[src/rtl/firq_pkg.sv]
package firq_pkg;
  localparam int unsigned FIRQ_LINES = 16;
  localparam int unsigned FIRQ_IDX_W = $clog2(FIRQ_LINES);

  typedef enum logic [1:0] {
    REG_PEND = 2'd0,
    REG_EN   = 2'd1,
    REG_CTRL = 2'd2,
    REG_VOID = 2'd3
  } firq_reg_e;
endpackage

[src/rtl/firq_in_sync.sv]
module firq_in_sync #(
  parameter int unsigned NUM_LINES = 16,
  parameter int unsigned NUM_USED  = 12
) (
  input  logic                 clk_i,
  input  logic                 rst_ni,
  input  logic [NUM_USED-1:0]  lines_i,
  output logic [NUM_LINES-1:0] pend_o
);
  logic [NUM_USED-1:0] sample_q;

  // single register stage; the pending bit is the live level, one edge late
  always_ff @(posedge clk_i) begin
    if (!rst_ni) sample_q <= '0;
    else         sample_q <= lines_i;
  end

  generate
    if (NUM_USED < NUM_LINES) begin : g_pad
      assign pend_o = {{(NUM_LINES - NUM_USED){1'b0}}, sample_q};
    end else begin : g_full
      assign pend_o = sample_q;
    end
  endgenerate

  // a line held high keeps its pending bit set
  generate
    for (genvar i = 0; i < NUM_USED; i++) begin : g_chk
      p_hold_while_high_r6: assert property (@(posedge clk_i) disable iff (!rst_ni)
        lines_i[i] |=> pend_o[i]);
    end
  endgenerate
endmodule

[src/rtl/firq_csr_regs.sv]
module firq_csr_regs
  import firq_pkg::*;
#(
  parameter int unsigned NUM_LINES = 16
) (
  input  logic                 clk_i,
  input  logic                 rst_ni,
  input  logic                 we_i,
  input  firq_reg_e            addr_i,
  input  logic [NUM_LINES-1:0] wdata_i,
  output logic [NUM_LINES-1:0] en_o,
  output logic                 gie_o
);
  logic [NUM_LINES-1:0] en_q;
  logic                 gie_q;

  always_ff @(posedge clk_i) begin
    if (!rst_ni) begin
      en_q  <= '0;
      gie_q <= 1'b0;
    end else if (we_i) begin
      if (addr_i == REG_EN)   en_q  <= wdata_i;
      if (addr_i == REG_CTRL) gie_q <= wdata_i[0];
    end
  end

  assign en_o  = en_q;
  assign gie_o = gie_q;

  // the enable word changes only through a write to its own address
  p_en_only_by_write_r4: assert property (@(posedge clk_i) disable iff (!rst_ni)
    !(we_i && addr_i == REG_EN) |=> $stable(en_q));
  // the global enable changes only through a write to the control word
  p_gie_only_by_write_r10: assert property (@(posedge clk_i) disable iff (!rst_ni)
    !(we_i && addr_i == REG_CTRL) |=> $stable(gie_q));
endmodule

[src/rtl/firq_prio_enc.sv]
module firq_prio_enc #(
  parameter int unsigned NUM_LINES = 16,
  localparam int unsigned IDX_W    = $clog2(NUM_LINES)
) (
  input  logic [NUM_LINES-1:0] req_i,
  output logic                 hit_o,
  output logic [IDX_W-1:0]     idx_o
);
  always_comb begin
    hit_o = 1'b0;
    idx_o = '0;
    // walk downward so the lowest set index is the one left behind
    for (int i = NUM_LINES - 1; i >= 0; i--) begin
      if (req_i[i]) begin
        hit_o = 1'b1;
        idx_o = IDX_W'(i);
      end
    end
  end
endmodule

[src/rtl/firq_level_unit.sv]
module firq_level_unit
  import firq_pkg::*;
#(
  parameter int unsigned NUM_LINES = FIRQ_LINES,
  parameter int unsigned NUM_USED  = 12,
  localparam int unsigned IDX_W    = $clog2(NUM_LINES)
) (
  input  logic                 clk_i,
  input  logic                 rst_ni,
  input  logic [NUM_USED-1:0]  irq_lines_i,
  input  logic                 dbg_halt_i,
  input  logic                 csr_we_i,
  input  logic [1:0]           csr_addr_i,
  input  logic [NUM_LINES-1:0] csr_wdata_i,
  output logic [NUM_LINES-1:0] csr_rdata_o,
  output logic                 trap_req_o,
  output logic [IDX_W-1:0]     trap_cause_o,
  output logic                 wake_o
);
  firq_reg_e            sel;
  logic [NUM_LINES-1:0] pend;
  logic [NUM_LINES-1:0] en;
  logic                 gie;
  logic [NUM_LINES-1:0] active;
  logic                 any_active;
  logic [IDX_W-1:0]     first_idx;

  assign sel = firq_reg_e'(csr_addr_i);

  firq_in_sync #(.NUM_LINES(NUM_LINES), .NUM_USED(NUM_USED)) u_sync (
    .clk_i   (clk_i),
    .rst_ni  (rst_ni),
    .lines_i (irq_lines_i),
    .pend_o  (pend)
  );

  firq_csr_regs #(.NUM_LINES(NUM_LINES)) u_regs (
    .clk_i   (clk_i),
    .rst_ni  (rst_ni),
    .we_i    (csr_we_i),
    .addr_i  (sel),
    .wdata_i (csr_wdata_i),
    .en_o    (en),
    .gie_o   (gie)
  );

  assign active = pend & en;

  firq_prio_enc #(.NUM_LINES(NUM_LINES)) u_prio (
    .req_i (active),
    .hit_o (any_active),
    .idx_o (first_idx)
  );

  assign trap_req_o   = gie & any_active;
  assign trap_cause_o = trap_req_o ? first_idx : '0;
  assign wake_o       = any_active | dbg_halt_i;

  always_comb begin
    unique case (sel)
      REG_PEND: csr_rdata_o = pend;
      REG_EN:   csr_rdata_o = en;
      REG_CTRL: csr_rdata_o = {{(NUM_LINES - 1){1'b0}}, gie};
      default:  csr_rdata_o = '0;
    endcase
  end

  // no trap request without the global enable
  p_trap_needs_gie_r7: assert property (@(posedge clk_i) disable iff (!rst_ni)
    trap_req_o |-> gie);
  // the reported cause is a line that is both pending and enabled
  p_cause_is_active_r8: assert property (@(posedge clk_i) disable iff (!rst_ni)
    trap_req_o |-> (pend[trap_cause_o] && en[trap_cause_o]));
  // no lower-numbered line is active
  p_cause_lowest_r8: assert property (@(posedge clk_i) disable iff (!rst_ni)
    trap_req_o |-> ((active & ((NUM_LINES'(1) << trap_cause_o) - NUM_LINES'(1))) == '0));
  // a debug halt always wakes the core
  p_dbg_wakes_r9: assert property (@(posedge clk_i) disable iff (!rst_ni)
    dbg_halt_i |-> wake_o);
  // an enabled pending line wakes the core even with the global enable clear
  p_active_wakes_r9: assert property (@(posedge clk_i) disable iff (!rst_ni)
    (|(pend & en)) |-> wake_o);
  // unconnected lines never show as pending
  p_unused_low_r2: assert property (@(posedge clk_i) disable iff (!rst_ni)
    (pend >> NUM_USED) == '0);
endmodule

[config.mk]
export PLATFORM = sky130hd
export DESIGN_NAME = firq_level_unit
export DESIGN_NICKNAME = d
export VERILOG_FILES = /design/src/rtl/firq_pkg.sv /design/src/rtl/firq_in_sync.sv /design/src/rtl/firq_csr_regs.sv /design/src/rtl/firq_prio_enc.sv /design/src/rtl/firq_level_unit.sv
export SDC_FILE = /design/constraint.sdc
export NUM_CORES = 1
export LEC_CHECK = 0
export BUFFER_PORTS_ARGS = -buffer_cell sky130_fd_sc_hd__buf_2
export CAP_MARGIN = 20
export CORE_UTILIZATION = 48
export CTS_CLUSTER_DIAMETER = 150
export DETAILED_ROUTE_END_ITERATION = 7
export PLACE_DENSITY = 0.79
export SYNTH_ARGS = -nofsm -noshare
export SYNTH_HDL_FRONTEND = slang
export SYNTH_SLANG_ARGS = --single-unit
[constraint.sdc]
create_clock -name clk_i -period 1.2 [get_ports clk_i]
set_input_delay 0 -clock clk_i [delete_from_list [all_inputs] [get_ports clk_i]]
set_output_delay 0 -clock clk_i [all_outputs]
set_load 0.005 [all_outputs]
Yosys cells after proc, flatten, opt, wreduce, memory -nomap -nowiden:

Index checks and enable logic that the tools add are counted.
Widths: inputs -> output; s select.

* equality and inequality tests: 2
* multiplexer cells: 34
* bitwise gates (word level): 3
* reductions and logical operators: 3

Operators by type and width (number)
* $mux 4: 17
* $pmux 16 s3: 1
* $and 12x16->16: 1
* $mux 1: 16
* $reduce_and 2->1: 2
* $eq 2x1->1 const B: 1
* $eq 2x2->1 const B: 1
* $logic_not 2->1: 1
* $and 1x1->1: 1
* $or 1x1->1: 1

* flip-flop bits (word level): 29
* input port bits: 34
* output and inout bits: 22
* logic and storage cells: 45

Longest topological paths before layout:

* depth in word-level cells: 19
* gate-level depth with buffers: 7
* depth with buffers taken out: 4

By module:

Synthesis repeated with hierarchy kept, for this count alone.

* cell total of the unflattened synthesis: 197
* area total of the unflattened synthesis: 1662.8 um^2

Modules (own cells, without submodules)
* firq_csr_regs: times used 1, cells an instance 75, area an instance 700.7 um^2, sequential area each 340.3 um^2
* firq_level_unit: times used 1, cells an instance 59, area an instance 412.9 um^2, sequential area each 0.0 um^2
* firq_in_sync: times used 1, cells an instance 30, area an instance 370.4 um^2, sequential area each 240.2 um^2
* firq_prio_enc: times used 1, cells an instance 33, area an instance 178.9 um^2, sequential area each 0.0 um^2

Worst setup path after synthesis:

OpenSTA, ideal clock, no wires.

* kind: flip-flop to output port
* start: register u_sync.sample_q[8]
* end: output wake_o
* data arrival time: 1.023 ns
* required time: 1.200 ns
* slack: 0.177 ns
* stages on the path, launching flop included: 5
* path buffers: 0
* path through: dfxtp_1 -> a22o_1 -> nand2b_1 -> nor3_1 -> nand2b_1

* longest elaborated chain between the ends: 11

Ends and longest elaborated chain
* start, declared: RTL line firq_in_sync.sv:10 `logic [NUM_USED-1:0] sample_q;`
* start signal, assigned: RTL line firq_in_sync.sv:15 `else sample_q <= lines_i;`
* $and 12x16->16: RTL line firq_level_unit.sv:47 `assign active = pend & en;`
* $mux 1 (9 in a row): RTL line firq_prio_enc.sv:14 `if (req_i[i]) begin`
* $or 1x1->1: RTL line firq_level_unit.sv:57 `assign wake_o = any_active | dbg_halt_i;`
* end, declared: RTL line firq_level_unit.sv:18 `output logic wake_o`

Every way passes these cells.

Worst setup path after layout:

Same ends and word-level chain as after synthesis.

==> results.toml <==
[place]
placed_area_sq_um = 1828
place_inst = 264
place_ws_ns = -0.005041
io_buffers = 55
gp_congestion = 0.7841
dp_hpwl_mm = 2.594

[clocking]
cts_tree = "yes"
worstSkewPairLatency_ns = 0.32
numCtsBuffers = 5
cts_sinks = 29
cts_root_buf = "clkbuf_4"
path_clk_slew_ns = 0.10
clk_path_buf_depth = 2
htree_levels = 2

[yosys]
synth-compound-area-share_pct = 18.35
synth_xor_xnor_area_share_pct = 0
synth_mux_area_share_pct = 9.131
syn-instance-count = 167
ys_top_cells_by_area = "dfxtp_1 41%, nand2_1 12%, mux2i_1 9.1%, a21boi_2 7.9%, and2_1 7.5%"
synth_top_family_by_area = "simple AND/OR/NAND/NOR gates"
synth-simple-area-share_pct = 27.48
yosysTopAreaCell = "dfxtp_1"
synth_nets = 201
yosys_warnings = 0
avgSynthCellArea_sq_um = 8.534
ys_types = 27
synth_top_cell_area_share_pct = 40.74
synth_adder_area_share_pct = 0
ys_seq_elements = 29
synth-seq-area-share_pct = 40.74
synth_area_sq_um = 1425

[finish]
fin_cells = 301
layout_common_cells = "55 x buf_2, 44 x nand2_1, 28 x dlygate4sd3_1"
nets = 304
syn_to_final_growth_pct = 59.09
diodes = 0
drive_gt1_share_pct = 44.81
design_area_sq_um = 2267
mostFrequentLayoutCell = "buf_2"

[routing]
routed_wl_mm = 4.553
wire_per_inst_microns = 15.13
dr.pass1.iters = 4
vias_per_cell = 5.286
drc = 0
drt_iter0_drc = 44
ant_nets = 0
vias = 1591

[timing]
final.min_clock_period_ns = 1.548
setup_ws_ns = -0.3484
finalSetupViolations = 6
relSlewSlack_pct = 72.60
slew_viol_final = 0
rsz0062_at_grt = "true"
max_freq_ghz = 0.6458
worst-slew-pin-transition_ns = 0.4110
hold_violations = 0
period_share_pct = 129.0
finClkSkew_ns = 0

[setup_path]
path_class = "reg -> out"
critPathMaxFanout = 3
cp.required_ns = 1.20
crit_path_start = "u_sync.sample_q[8]"
arrival_ns = 1.55
cp-end-kind = "output pin"
start_kind = "flop"
worstReg2RegStart = "u_regs.en_o[11]"

[run_status]
violations = "negative setup slack"
status = "finished, violations left"

[global_route]
grt_use_total_pct = 27.90
grt_pass1_vias = 1556
antenna_found_initial = 0
grt_pass1_wl_mm = 6.603
grt_remaining_overflow = 0
grt_max_degree = 30

[floorplan]
fp.dieW_microns = 56.49
fp.dieH_microns = 56.49
dieArea_sq_um = 3191
row_count = 19
initial_core_util_pct = 51.24
core_sq_um = 2781
ioPinCount = 56

[hold_path]
hp-start = "csr_we_i"
min_path_type = "in -> reg"

[pwr]
leakage_nw = 1.031
vdd_drop_max_v = 0.001035
p_per_area_nw_per_um2 = 892.4

[job]
maxCapViolations = 0
-- critical path, stage by stage, from the launching register on --
cell and delay, ns:
dfxtp_1 0.34, a22o_1 0.26, nand2b_4 0.15, nor3_2 0.14
buf_4 0.14, nand2b_1 0.07, buf_2 0.13
-- state kept, by name, summed over array words and instances, names as in the netlist --
register,count
u_regs.en_o,16
u_sync.sample_q,12
u_regs.gie_o,1
-- cells in the mapped netlist, drive strengths merged --
| library cell | number |
|---|---|
| nand2 | 46 |
| dfxtp | 29 |
| and2 | 17 |
| a21boi | 16 |
| mux2i | 13 |
| nor2 | 12 |
| buf | 5 |
| a22oi | 4 |
| clkbuf | 4 |
| a21oi | 3 |
| nor2b | 3 |
| o21ai | 3 |
| nand2b | 2 |
| nand3 | 2 |
| a211oi | 1 |
| a221oi | 1 |
| a22o | 1 |
| a32o | 1 |
| a32oi | 1 |
| nand4 | 1 |
| nor3 | 1 |
| nor3b | 1 |
-- final cells by class --
| type | instances | area [sq um] |
|---|---|---|
| clock buffer | 7 | 55.05 |
| fill | 161 | 514.2 |
| multi-input combinational | 129 | 852.1 |
| sequential | 29 | 596.8 |
| tap | 31 | 38.79 |
| timing repair buffer | 105 | 724.4 |
-- power by group --
group	internal [W]	leakage, nW	switching, W
sequential	0.00101	0.243	0.0000337
combinational	0.000219	0.757	0.000157
clock	0.000276	0.0314	0.000331
-- repair_timing --
item                                    4_1_cts  5_1_grt
endpoints found under the setup margin        6       11
hold buffers                                 28        0
resized for setup                            12       18
pin swaps                                     5        9
buffers inserted                              1        1
endpoints found under the hold margin        29        0
-- kinds of logic after synthesis --
| kind of cell | after synthesis |
|---|---|
| buffers and inverters | 9 |
| AOI/OAI and AO/OA | 31 |
| and+or+nand+nor | 85 |
| DFF | 29 |
| muxes | 13 |
-- per-stage QoR --
step | util, % | hold slack, ns | power (W) | TNS, ns
2_1_floorplan | - | 0.03110 | 0.001193 | 0
3_3_place_gp | 65.72 | 0.2056 | 0.001320 | 0
3_5_place_dp | 65.72 | 0.2100 | 0.001327 | -0.008277
4_1_cts | 79.22 | 0.1005 | 0.001984 | -1.528
5_1_grt | 81.51 | 0.1046 | 0.002115 | -2.254
6_report | 81.51 | 0.08856 | 0.002023 | -1.809
-- path summary, 6_finish.rpt --
kind	end	slack, ns	depth (start not counted)
max	wake_o	-0.35	6
min	u_regs.gie_o	0.09	5
max reg2reg	u_regs.en_o[11]	0.39	3
min reg2reg	u_regs.en_o[15]	0.47	2
-- per-layer routing --
layer | GRT usage [%] | vias up | routed length, microns
met2 | 50.25 | 60 | 2318
met1 | 30.19 | 758 | 1933
li1 | - | 764 | -
met3 | 8.986 | 9 | 225
met4 | 10.10 | 0 | 76
met5 | 0 | - | 0
No activity file was read; power rests on OpenSTA's default activity.
